--- src/rtl/gxb_pkg.sv ---
`timescale 1ns/1ps
package gxb_pkg;
  localparam int PIN_COUNT  = 16;
  localparam int REG_SPAN   = 32;

  localparam int A_PULLUP   = 'h07;
  localparam int A_PULLDN   = 'h09;
  localparam int A_DRAIN    = 'h0B;
  localparam int A_INVERT   = 'h0D;
  localparam int A_DIR      = 'h0F;
  localparam int A_DATA     = 'h11;
  localparam int A_IMASK    = 'h13;
  localparam int A_SENSE    = 'h17;
  localparam int A_CLKCTL   = 'h1E;
  localparam int A_MISC     = 'h1F;
  localparam int A_SWRST    = 'h7D;

  localparam logic [7:0] SWRST_KEY1 = 8'h12;
  localparam logic [7:0] SWRST_KEY2 = 8'h34;

  // address of the byte that holds pin's field of given width
  function automatic int field_addr(int base, int pin, int width);
    return base - (pin * width) / 8;
  endfunction

  function automatic int field_bit(int pin, int width);
    return (pin * width) % 8;
  endfunction

  // flat bit position inside the byte bank
  function automatic int field_pos(int base, int pin, int width);
    return field_addr(base, pin, width) * 8 + field_bit(pin, width);
  endfunction

  function automatic logic byte_mapped(int a);
    int lo;
    lo = field_addr(A_PULLUP, PIN_COUNT - 1, 1);
    return ((a >= lo) && (a <= A_SENSE)) || (a == A_CLKCTL) || (a == A_MISC);
  endfunction

  function automatic logic [7:0] byte_reset(int a);
    int dlo;
    int mlo;
    dlo = field_addr(A_DIR, PIN_COUNT - 1, 1);
    mlo = field_addr(A_IMASK, PIN_COUNT - 1, 1);
    if (((a >= dlo) && (a <= A_DIR)) || ((a >= mlo) && (a <= A_IMASK)))
      return 8'hFF;
    return 8'h00;
  endfunction
endpackage

--- src/rtl/gxb_rst_seq.sv ---
`timescale 1ns/1ps
module gxb_rst_seq
  import gxb_pkg::*;
(
  input  logic       clk,
  input  logic       rst_n,
  input  logic       we,
  input  logic [7:0] addr,
  input  logic [7:0] wdata,
  output logic       soft_rst
);
  logic armed_q;
  logic key1_hit;
  logic key2_hit;

  assign key1_hit = (addr == 8'(A_SWRST)) && (wdata == SWRST_KEY1);
  assign key2_hit = (addr == 8'(A_SWRST)) && (wdata == SWRST_KEY2);

  // every write re-decides the armed state; idle cycles keep it
  always_ff @(posedge clk or negedge rst_n) begin
    if (!rst_n)  armed_q <= 1'b0;
    else if (we) armed_q <= key1_hit;
  end

  assign soft_rst = we && key2_hit && armed_q;

  AST_ARM_FROM_KEY1: assert property (@(posedge clk) disable iff (!rst_n) $rose(armed_q) |-> $past(we && key1_hit));
  AST_CANCEL_ON_OTHER: assert property (@(posedge clk) disable iff (!rst_n) (we && !key1_hit) |=> !armed_q);
endmodule

--- src/rtl/gxb_reg_array.sv ---
`timescale 1ns/1ps
module gxb_reg_array
  import gxb_pkg::*;
#(
  parameter int SPAN = REG_SPAN
)(
  input  logic              clk,
  input  logic              rst_n,
  input  logic              we,
  input  logic [7:0]        addr,
  input  logic [7:0]        wdata,
  input  logic              soft_rst,
  output logic [SPAN*8-1:0] bank
);
  for (genvar a = 0; a < SPAN; a++) begin : g_byte
    if (byte_mapped(a)) begin : g_reg
      logic [7:0] q;
      always_ff @(posedge clk or negedge rst_n) begin
        if (!rst_n)                          q <= byte_reset(a);
        else if (soft_rst)                   q <= byte_reset(a);
        else if (we && (addr == 8'(a)))      q <= wdata;
      end
      assign bank[a*8 +: 8] = q;

      AST_WRITE_LANDS: assert property (@(posedge clk) disable iff (!rst_n) (we && (addr == 8'(a)) && !soft_rst) |=> (q == $past(wdata)));
      AST_SOFT_DEFAULT: assert property (@(posedge clk) disable iff (!rst_n) soft_rst |=> (q == byte_reset(a)));
    end else begin : g_hole
      assign bank[a*8 +: 8] = 8'h00;
    end
  end
endmodule

--- src/rtl/gxb_pin_ctrl.sv ---
`timescale 1ns/1ps
module gxb_pin_ctrl #(
  parameter int PINS  = 16,
  parameter int SYNC  = 2
)(
  input  logic            clk,
  input  logic            rst_n,
  input  logic [PINS-1:0] pin_in,
  input  logic [PINS-1:0] dir_v,
  input  logic [PINS-1:0] data_v,
  input  logic [PINS-1:0] pol_v,
  input  logic [PINS-1:0] od_v,
  output logic [PINS-1:0] pin_oe,
  output logic [PINS-1:0] pin_out,
  output logic [PINS-1:0] rd_bits
);
  for (genvar n = 0; n < PINS; n++) begin : g_pin
    logic [SYNC-1:0] sync_q;
    logic            level;
    logic            val;

    always_ff @(posedge clk or negedge rst_n) begin
      if (!rst_n) sync_q <= '0;
      else        sync_q <= {sync_q[SYNC-2:0], pin_in[n]};
    end
    assign level = sync_q[SYNC-1];
    assign val   = data_v[n] ^ pol_v[n];

    assign pin_oe[n]  = !dir_v[n] && (!od_v[n] || !val);
    assign pin_out[n] = !od_v[n] && val;
    assign rd_bits[n] = dir_v[n] ? (level ^ pol_v[n]) : data_v[n];

    AST_INPUT_UNDRIVEN: assert property (@(posedge clk) disable iff (!rst_n) dir_v[n] |-> !pin_oe[n]);
    AST_OD_NO_HIGH: assert property (@(posedge clk) disable iff (!rst_n) od_v[n] |-> !(pin_oe[n] && pin_out[n]));
  end
endmodule

--- src/rtl/gxb_cfg_bank.sv ---
`timescale 1ns/1ps
module gxb_cfg_bank
  import gxb_pkg::*;
#(
  parameter int PINS        = PIN_COUNT,
  parameter int SYNC_STAGES = 2
)(
  input  logic            clk,
  input  logic            rst_n,
  input  logic            reg_we,
  input  logic [7:0]      reg_addr,
  input  logic [7:0]      reg_wdata,
  output logic [7:0]      reg_rdata,
  input  logic [PINS-1:0] pin_in,
  output logic [PINS-1:0] pin_oe,
  output logic [PINS-1:0] pin_out,
  output logic [PINS-1:0] pin_pu,
  output logic [PINS-1:0] pin_pd,
  output logic            osc_oe,
  output logic            osc_out
);
  localparam int SPAN    = REG_SPAN;
  localparam int SPAN_AW = $clog2(SPAN);
  localparam int DBYTES  = PINS / 8;

  logic [SPAN*8-1:0] bank;
  logic              soft_rst;
  logic [PINS-1:0]   pu_v, pd_v, od_v, pol_v, dir_v, data_v, rd_bits;
  logic [7:0]        clkctl;
  logic [7:0]        rd_byte;

  gxb_rst_seq u_seq (
    .clk(clk), .rst_n(rst_n), .we(reg_we), .addr(reg_addr),
    .wdata(reg_wdata), .soft_rst(soft_rst)
  );

  gxb_reg_array #(.SPAN(SPAN)) u_regs (
    .clk(clk), .rst_n(rst_n), .we(reg_we), .addr(reg_addr),
    .wdata(reg_wdata), .soft_rst(soft_rst), .bank(bank)
  );

  for (genvar n = 0; n < PINS; n++) begin : g_fld
    assign pu_v[n]   = bank[field_pos(A_PULLUP, n, 1)];
    assign pd_v[n]   = bank[field_pos(A_PULLDN, n, 1)];
    assign od_v[n]   = bank[field_pos(A_DRAIN,  n, 1)];
    assign pol_v[n]  = bank[field_pos(A_INVERT, n, 1)];
    assign dir_v[n]  = bank[field_pos(A_DIR,    n, 1)];
    assign data_v[n] = bank[field_pos(A_DATA,   n, 1)];
  end

  gxb_pin_ctrl #(.PINS(PINS), .SYNC(SYNC_STAGES)) u_pins (
    .clk(clk), .rst_n(rst_n), .pin_in(pin_in), .dir_v(dir_v),
    .data_v(data_v), .pol_v(pol_v), .od_v(od_v),
    .pin_oe(pin_oe), .pin_out(pin_out), .rd_bits(rd_bits)
  );

  assign pin_pu = pu_v;
  assign pin_pd = pd_v;

  assign clkctl  = bank[A_CLKCTL*8 +: 8];
  assign osc_oe  = clkctl[4];
  assign osc_out = clkctl[4] & clkctl[0];

  always_comb begin
    rd_byte = 8'h00;
    if (int'(reg_addr) < SPAN)
      rd_byte = bank[{reg_addr[SPAN_AW-1:0], 3'b000} +: 8];
    for (int k = 0; k < DBYTES; k++)
      if (reg_addr == 8'(A_DATA - k)) rd_byte = rd_bits[8*k +: 8];
  end
  assign reg_rdata = rd_byte;

  AST_UNMAPPED_ZERO: assert property (@(posedge clk) disable iff (!rst_n) !byte_mapped(int'(reg_addr)) |-> (reg_rdata == 8'h00));
  AST_OSC_HIGH: assert property (@(posedge clk) disable iff (!rst_n) (reg_we && (reg_addr == 8'(A_CLKCTL)) && (reg_wdata == 8'h1F)) |=> (osc_oe && osc_out));
  AST_PULL_TRACKS: assert property (@(posedge clk) disable iff (!rst_n) (reg_we && (reg_addr == 8'(A_PULLUP)) && !soft_rst) |=> (pin_pu[7:0] == $past(reg_wdata)));
endmodule

--- config.mk ---
export PLATFORM = sky130hd
export DESIGN_NAME = gxb_cfg_bank
export DESIGN_NICKNAME = d
export VERILOG_FILES = /design/src/rtl/gxb_pkg.sv /design/src/rtl/gxb_rst_seq.sv /design/src/rtl/gxb_reg_array.sv /design/src/rtl/gxb_pin_ctrl.sv /design/src/rtl/gxb_cfg_bank.sv
export SDC_FILE = /design/constraint.sdc
export NUM_CORES = 1
export LEC_CHECK = 0
export ABC_AREA = 0
export BUFFER_PORTS_ARGS = -buffer_cell sky130_fd_sc_hd__buf_2
export CORE_MARGIN = 4
export CORE_UTILIZATION = 40
export CTS_CLUSTER_DIAMETER = 120
export CTS_CLUSTER_SIZE = 16
export DETAILED_ROUTE_END_ITERATION = 8
export PLACE_DENSITY = 0.68
export SLEW_MARGIN = 10
export SYNTH_ARGS = -nofsm -noshare
export SYNTH_HDL_FRONTEND = slang
export SYNTH_SLANG_ARGS = --single-unit
export TNS_END_PERCENT = 100
--- constraint.sdc ---
create_clock -name clk -period 3.15 [get_ports clk]
set_clock_uncertainty 0.1 [all_clocks]
set_input_delay 0.7875 -clock clk [delete_from_list [all_inputs] [get_ports clk]]
set_output_delay 0.7875 -clock clk [all_outputs]
set_load 0.02 [all_outputs]
==> qor.csv, run 1 <==
metric,value,unit
synth_mux_area_frac,0.1403,
outcome,"finished, violations left",
yosys.area_share.adder,0,
maxSlewHeadroom,0.6028,
cts.sink_count,193,
clockBufferDepth,2,
p_per_area,476.3,nW/um2
numCtsBuffers,17,
synth_top_family_by_area,compound AO/OA/AOI/OAI gates,
clkTransAtPathRegs,0.07,ns
syn_area,9772,um2
cp-start-kind,primary input,
violations,negative setup slack,
nets,1040,
pre_cts_ws,-0.2097,ns
grt_pass1_wl,44090,um
first_global_vias,7537,
io_pins,109,
drc,0,
ys_seq_area_frac,0.4983,
final_area,11780,um2
drtPass1Iterations,7,
drive_gt1_frac,0.3340,
core.rowCount,56,
coreArea,23750,um2
synth_cell_types,52,
final_cell_mix,"dfrtp_1 (161), buf_2 (96), nand2_1 (92)",
synthFlopType,dfrtp_1,
track_usage,0.2150,
setup_viol,8,
post-route-util,0.4958,
maxCapViolations,0,
rsz0062_at_grt,yes,
setup.worst_path.end_class,primary output,
synth_xor_xnor_area_share,0.02868,
die_y,164.3,um
hold_viol,0,
synthArstFlopShare,1.000,
syn_nets,934,
cts_tree,yes,
first_iter_violations,867,
initial_core_util,0.4114,
crit_arrival,2.37,ns
netlist.area_leader.share,0.4123,
yosys.area_share.simple,0.1325,
cts_hold_buffers,0,
fill_cells,2105,
routedWlPerCell,21.41,um
post_cts.repair.setup_buffers,0,
dpl.hpwl,20660,um
final_common_cell,dfrtp_1,
cts_max_level,4,
synth_edf_count,0,
overflow,0,
path_class,in2out,
yosys_warnings,0,
hold_slack,0.2091,ns
yosysTopAreaCell,dfrtp_1,
ir_drop,0.0003824,V
insertion_delay,0.44,ns
dieArea,26990,um2
ys_seq_elements,193,
synth.avg_cell_area,10.87,um2
leakage,0.005624,uW
path_max_fanout,5,
synthTopCellsByArea,"dfrtp_1 (41%), dfstp_2 (8.6%), mux2i_1 (7.9%)",
slew_violations,0,
worst_slew_pin_slew,0.5936,ns
cp.required,2.26,ns
port_buffers,108,
gp_congestion,0.9268,
period_needed,3.259,ns
area_delta_synth_final,20.52,%
syn-instance-count,899,
die_w,164.3,um
hp-class,in2async,
fin_ws,-0.1087,ns
grt_max_degree,60,
wl,28640,um
synth-compound-area-share,0.1447,
via_per_inst,5.734,
clock.fmax,306.9,MHz
antenna_found_initial,2,
dpl_cell_area,10870,um2
vias,7672,
cts_root_buf,clkbuf_16,
postRouteAntennaNets,0,
fin_crit_sh,1.034,
==> sequential cells by signal, indices dropped and copies added (netlist names) <==
register,count
u_regs.g_byte.g_reg.q,160
u_pins.g_pin.sync_q,32
u_seq.armed_q,1
==> worst max-delay path, stage by stage <==
cell      delay [ns]
buf_6           0.10
or4b_4          0.53
or3_4           0.35
nand2b_4        0.17
buf_12          0.16
nor2_2          0.09
a21oi_2         0.06
buf_6           0.14
==> cell type report <==
cell class,instances,area (um2),share of cell area
clock buffer,17,425.4,0.03612
antenna,1,2.502,0.0002125
tap,319,399.1,0.03389
clock inverter,15,167.7,0.01424
multi-input combinational,609,4563,0.3874
sequential,193,4870,0.4135
timing repair buffer,182,1343,0.1140
inverter,2,7.507,0.0006374
==> synthesized netlist by cell type, drive strengths merged, types with 18 or more instances <==
master / number
o21ai: 36
nand2: 94
nor2b: 23
dfrtp: 161
xnor2: 18
mux2: 21
a21oi: 53
mux2i: 77
dfstp: 32
a22o: 67
buf: 60
nor2: 93
clkbuf: 35
==> where the power goes <==
part	total, uW	leakage, uW	switching [uW]	internal, uW
registers	2730	0.00248	118	2620
logic	709	0.00286	413	296
clock network	2170	0.000286	1100	1070
total	5610	0.00562	1630	3980
==> through the flow <==
step	TNS [ns]	std cells	power, uW
2_1_floorplan	-0.0003739	899	3164
3_3_place_gp	-1.250	1303	3433
3_5_place_dp	-1.502	1303	3447
4_1_cts	-0.6320	1336	5615
5_1_grt	-0.9681	1337	5812
6_report	-0.6769	1338	5609
==> routing by layer <==
| metal | global-route usage | vias to the layer above | routed length, um |
|---|---|---|---|
| met4 | 0.08921 | 2 | 1084 |
| met2 | 0.3252 | 376 | 13050 |
| met3 | 0.05019 | 77 | 2416 |
| li1 | - | 3405 | - |
| met5 | 0 | - | 12 |
| met1 | 0.2977 | 3812 | 12070 |
==> kinds of logic after synthesis <==
| logic type | Yosys count |
|---|---|
| AOI/OAI and AO/OA | 204 |
| xor gates and xnor gates | 32 |
| buffers and inverters | 97 |
| DFF | 193 |
| muxes | 114 |
| and+or+nand+nor | 259 |
==> final timing paths <==
path / to / cells past startpoint / startpoint / slack (ns)
max reg2reg: u_regs.g_byte[17].g_reg.q[7]$_DFFE_PN0P_ / 4 / u_seq.armed_q$_DFFE_PN0P_ / 1.65
min reg2reg: u_pins.g_pin[8].sync_q[1]$_DFF_PN0_ / 0 / u_pins.g_pin[8].sync_q[0]$_DFF_PN0_ / 0.25
max: reg_rdata[1] / 8 / reg_addr[7] / -0.11
max in group asynchronous: u_regs.g_byte[15].g_reg.q[0]$_DFFE_PN1P_ / 2 / rst_n / 1.95
min in group clk: u_pins.g_pin[8].sync_q[1]$_DFF_PN0_ / 0 / u_pins.g_pin[8].sync_q[0]$_DFF_PN0_ / 0.25
min: u_pins.g_pin[7].sync_q[1]$_DFF_PN0_ / 1 / rst_n / 0.21
==> timing repair <==
| item | in CTS | in global routing |
|---|---|---|
| cloned | 1 | 1 |
| gates resized for setup | 43 | 29 |
| endpoints found under the setup margin | 8 | 8 |
| pin swaps | 8 | 14 |
No activity file was read; power rests on OpenSTA's default activity.
==> run 2: changes to the inputs <==
SETUP_SLACK_MARGIN = 0.15   (was default)
==> run 2 against run 1 <==
Net effect: the flow still finishes with violations (negative setup slack); non-clock buffer count rose by 6; worst setup slack worse by 0.022 ns; final cell count rose by 0.45%; via count fell by 2.5%; die area did not move; clock power shrank 3%; final area down 0.76%.
==> qor.csv, run 2 (same netlist as run 1, synthesis figures left out) <==
metric,value,unit
drive_gt1_frac,0.3330,
period_needed,3.281,ns
first_iter_violations,791,
rsz0062_at_grt,yes,
final_cell_mix,"dfrtp_1 (161), buf_2 (100), nand2_1 (92)",
path_cells,"buf_6, or4b_4, or3_4, nand2b_4, nor2_4, a21oi_4, buf_6",
p_per_area,473.7,nW/um2
track_usage,0.2151,
largest_register_ff_count,160,
path_max_fanout,8,
slowest_stage,or4b_4,
grt_pass1_wl,44020,um
regMostFlops,u_regs.g_byte.g_reg.q,
fin_crit_sh,1.042,
clock.fmax,304.8,MHz
final_cells,1344,
dpl.hpwl,20430,um
final_area,11690,um2
die_w,164.3,um
overflow,0,
maxCapViolations,0,
setup_viol,8,
top_regs,"u_regs.g_byte.g_reg.q x160, u_pins.g_pin.sync_q x32, u_seq.armed_q x1",
vias,7483,
gp_congestion,0.8957,
violations,negative setup slack,
dpl_cell_area,10960,um2
multi_input_area,4508,um2
postRouteAntennaNets,0,
drtPass1Iterations,5,
port_buffers,108,
nets,1046,
path_class,in2out,
hp-class,in2async,
clkTransAtPathRegs,0.07,ns
cp-start-kind,primary input,
slew_violations,0,
dieArea,26990,um2
finalPower,5537,uW
io_pins,109,
cp_slowest_stage_delay,0.54,ns
drc,0,
cts_max_level,4,
cts_tree,yes,
maxSlewHeadroom,0.5860,
post_cts.repair.setup_buffers,0,
cp.required,2.26,ns
cts.sink_count,193,
setup.worst_path.end_class,primary output,
fin_ws,-0.1307,ns
grt_max_degree,73,
reg2reg_from,u_seq.armed_q$_DFFE_PN0P_,
antenna_found_initial,1,
clockBufferDepth,2,
final_common_cell,dfrtp_1,
cts_root_buf,clkbuf_16,
leakage,0.005613,uW
insertion_delay,0.43,ns
worst_path_most_repeated_cell,buf_6,
final-seq-area,4870,um2
reg2reg_setup_slack,1.57,ns
r2r_cells,4,
hold_slack,0.2416,ns
numCtsBuffers,17,
die_y,164.3,um
outcome,"finished, violations left",
area_delta_synth_final,19.60,%
setup_tns,-0.9168,ns
first_global_vias,7403,
place_inst,1309,
cts_hold_buffers,0,
crit_arrival,2.39,ns
r2r-end,u_regs.g_byte[17].g_reg.q[7]$_DFFE_PN0P_,
routedWlPerCell,21.13,um
coreArea,23750,um2
ir_drop,0.0003990,V
hold_viol,0,
initial_core_util,0.4114,
wl,28390,um
worst_slew_pin_slew,0.6203,ns
fill_cells,2079,
core.rowCount,56,
via_per_inst,5.568,
run 2: cell types whose count changed in the layout (fill, tap and decap cells not counted), moves of 3 or more:
cell,change
buf_4,+13
buf_6,-11
o21ai_0,+8
nor2_2,+5
nor2_4,-5
o21ai_1,-5
buf_2,+4
clkinv_8,-3
o21ai_2,-3
run 2: through the flow:
stage | worst slack, ns | utilization
4_1_cts | -0.1242 | 0.4897
3_5_place_dp | -0.2267 | 0.4615
6_report | -0.1307 | 0.4920
2_1_floorplan | 0.04189 | -
3_3_place_gp | -0.1908 | 0.4615
5_1_grt | -0.1679 | 0.4919
run 2: area by class of cell:
type | count | share of cell area
tap | 319 | 0.03415
antenna | 1 | 0.0002141
multi-input combinational | 609 | 0.3857
clock inverter | 15 | 0.01210
inverter | 2 | 0.0006423
sequential | 193 | 0.4167
clock buffer | 17 | 0.03640
timing repair buffer | 188 | 0.1141
run 2: layer usage:
| metal | global-route usage | routed length [um] | vias up |
|---|---|---|---|
| met3 | 0.05571 | 2140 | 54 |
| met5 | 0 | 0 | - |
| met4 | 0.08464 | 928 | 0 |
| met1 | 0.3006 | 12430 | 3713 |
| met2 | 0.3205 | 12890 | 300 |
| li1 | - | - | 3416 |
run 2: power breakdown:
| group | switching (uW) | total [uW] | internal [uW] | leakage [uW] |
|---|---|---|---|---|
| combinational | 404 | 694 | 290 | 0.00286 |
| sequential | 115 | 2730 | 2620 | 0.00248 |
| clock | 1060 | 2110 | 1050 | 0.000272 |
run 2: worst max path at each step:
| stage | endpoint | start | cells past startpoint |
|---|---|---|---|
| after global placement | reg_rdata[1] | reg_addr[3] | 7 |
| after CTS | reg_rdata[1] | reg_addr[5] | 7 |
| final | reg_rdata[1] | reg_addr[5] | 7 |
| after floorplan | reg_rdata[0] | reg_addr[7] | 7 |
| after global routing | reg_rdata[1] | reg_addr[5] | 7 |
| after detailed placement | reg_rdata[3] | reg_addr[3] | 7 |
run 2: timing repair:
action | 4_1_cts | 5_1_grt
cloned | 2 | 0
pin swaps | 3 | 11
gates resized for setup | 13 | 14
endpoints found under the setup margin | 8 | 8
run 2: worst max-delay path, delay by kind of cell:
kind / cells / cell delay, ns
buffers and inverters: 2 / 0.24
AO/OA/AOI/OAI: 1 / 0.05
AND/OR/NAND/NOR: 4 / 1.31
==> run 3: changes to the inputs <==
REMOVE_ABC_BUFFERS = 1   (was default)
==> run 3 against run 2 <==
Net effect: the run still ends with negative setup slack left; flip-flop and latch count stayed put; utilization is 0.37 points higher; first-iteration DRC count is 8.5% higher; count of clock-buffer cells in the layout is 6 higher; maximum frequency is 0.32% lower; combinational power is 3.0% higher; final area is 0.75% higher; worst setup slack worse by 0.010 ns; highest routed layer is now met5.
==> qor.csv, run 3 (same netlist as run 1, synthesis figures left out) <==
metric,value,unit
outcome,"finished, violations left",
violations,negative setup slack,
gp_congestion,0.9155,
slew_violations,0,
worst_path_most_repeated_cell,buf_6,
n_antenna_cell,0,
crit_end,reg_rdata[0],
grt_max_degree,69,
fill_cells,2089,
hold_viol,0,
crit_arrival,2.40,ns
vias,7692,
hold_slack,0.1908,ns
path_class,in2out,
core.rowCount,56,
reg2reg_from,u_seq.armed_q$_DFFE_PN0P_,
cp.required,2.26,ns
final_cell_mix,"dfrtp_1 (161), buf_2 (96), nand2_1 (92)",
r2r_cells,5,
first_iter_violations,858,
dpl.hpwl,21200,um
antenna_found_initial,1,
cts_max_level,4,
crit_buf_inv,3,
largest_register_ff_count,160,
setup.worst_path.end_class,primary output,
cts_root_buf,clkbuf_16,
io_pins,109,
path_cells,"buf_6, or4b_4, or3_4, nand2b_4, buf_12, nor2_4, a21oi_2, buf_6",
path_max_fanout,5,
reg2reg_setup_slack,1.62,ns
first_global_vias,7497,
ir_drop,0.0003923,V
die_y,164.3,um
area_delta_synth_final,20.50,%
clockBufferDepth,2,
slowest_stage,or4b_4,
nets,1059,
rsz0062_at_grt,yes,
drive_gt1_frac,0.3320,
clkTransAtPathRegs,0.07,ns
setup_viol,8,
grt_pass1_wl,44620,um
coreArea,23750,um2
regMostFlops,u_regs.g_byte.g_reg.q,
initial_core_util,0.4114,
dieArea,26990,um2
routedWlPerCell,21.69,um
period_needed,3.291,ns
postRouteAntennaNets,0,
cts.sink_count,193,
path_depth,8,
final_common_cell,dfrtp_1,
final-seq-area,4870,um2
dpl_cell_area,10910,um2
maxCapViolations,0,
worst_path_dominant_cell_family,simple AND/OR/NAND/NOR gates,
drtPass1Iterations,6,
pre_cts_ws,-0.2336,ns
top_regs,"u_regs.g_byte.g_reg.q x160, u_pins.g_pin.sync_q x32, u_seq.armed_q x1",
cts_tree,yes,
fin_ws,-0.1412,ns
cp-start-kind,primary input,
multi_input_area,4489,um2
clock.fmax,303.8,MHz
track_usage,0.2182,
drc,0,
port_buffers,108,
die_w,164.3,um
r2r-end,u_regs.g_byte[30].g_reg.q[1]$_DFFE_PN0P_,
cp_slowest_stage_delay,0.53,ns
fin_crit_sh,1.045,
numCtsBuffers,17,
maxSlewHeadroom,0.6161,
leakage,0.005641,uW
hp-class,in2async,
p_per_area,468.1,nW/um2
via_per_inst,5.677,
insertion_delay,0.44,ns
worst_slew_pin_slew,0.5738,ns
wl,29390,um
startpoint,reg_addr[7],
overflow,0,
final_area,11780,um2
==> run 3: layout make-up <==
type                    count  area share
clock buffers              23     0.03889
clock inverters             8    0.007119
inverters                   2   0.0006376
multi-input cells         609      0.3813
flip-flops and latches    193      0.4136
well taps                 319     0.03390
repair buffers            201      0.1246
==> run 3: worst min path at each step <==
stage | startpoint | endpoint | slack (ns) | cells after the start
6_report | rst_n | u_regs.g_byte[6].g_reg.q[6]$_DFFE_PN0P_ | 0.19 | 1
5_1_grt | rst_n | u_regs.g_byte[6].g_reg.q[6]$_DFFE_PN0P_ | 0.22 | 1
4_1_cts | rst_n | u_regs.g_byte[6].g_reg.q[6]$_DFFE_PN0P_ | 0.20 | 1
3_5_place_dp | u_pins.g_pin[12].sync_q[0]$_DFF_PN0_ | u_pins.g_pin[12].sync_q[1]$_DFF_PN0_ | 0.24 | 0
3_3_place_gp | u_pins.g_pin[6].sync_q[0]$_DFF_PN0_ | u_pins.g_pin[6].sync_q[1]$_DFF_PN0_ | 0.23 | 0
2_1_floorplan | u_pins.g_pin[0].sync_q[0]$_DFF_PN0_ | u_pins.g_pin[0].sync_q[1]$_DFF_PN0_ | 0.23 | 0
==> run 3: timing repair <==
action,4_1_cts,5_1_grt
hold buffers,0,0
gates cloned,0,1
endpoints found under the setup margin,8,8
pin swaps,0,7
setup buffers,0,6
gates resized for setup,31,27
==> run 3: routing by layer <==
metal | vias up | track usage | wire length (um)
met4 | 2 | 0.05986 | 573
met2 | 270 | 0.3477 | 14080
met3 | 48 | 0.04065 | 1682
li1 | 3425 | - | -
met1 | 3947 | 0.3067 | 13040
met5 | - | 0 | 13
==> run 3: metrics by stage <==
step / total power [uW] / util / TNS (ns) / instances
finish: 5512 / 0.4957 / -0.9675 / 1355
global route: 5691 / 0.4957 / -1.136 / 1355
CTS: 5494 / 0.4870 / -0.9631 / 1348
detailed placement: 3451 / 0.4593 / -1.722 / 1317
global placement: 3439 / 0.4593 / -1.536 / 1317
floorplan: 3076 / - / -32.95 / 804
==> run 3: power by group <==
part	switching (uW)	leakage, uW	total [uW]	internal (uW)
Clock	952	0.000254	2060	1110
Combinational	415	0.00290	715	300
Sequential	116	0.00248	2730	2620
Total	1480	0.00564	5510	4030
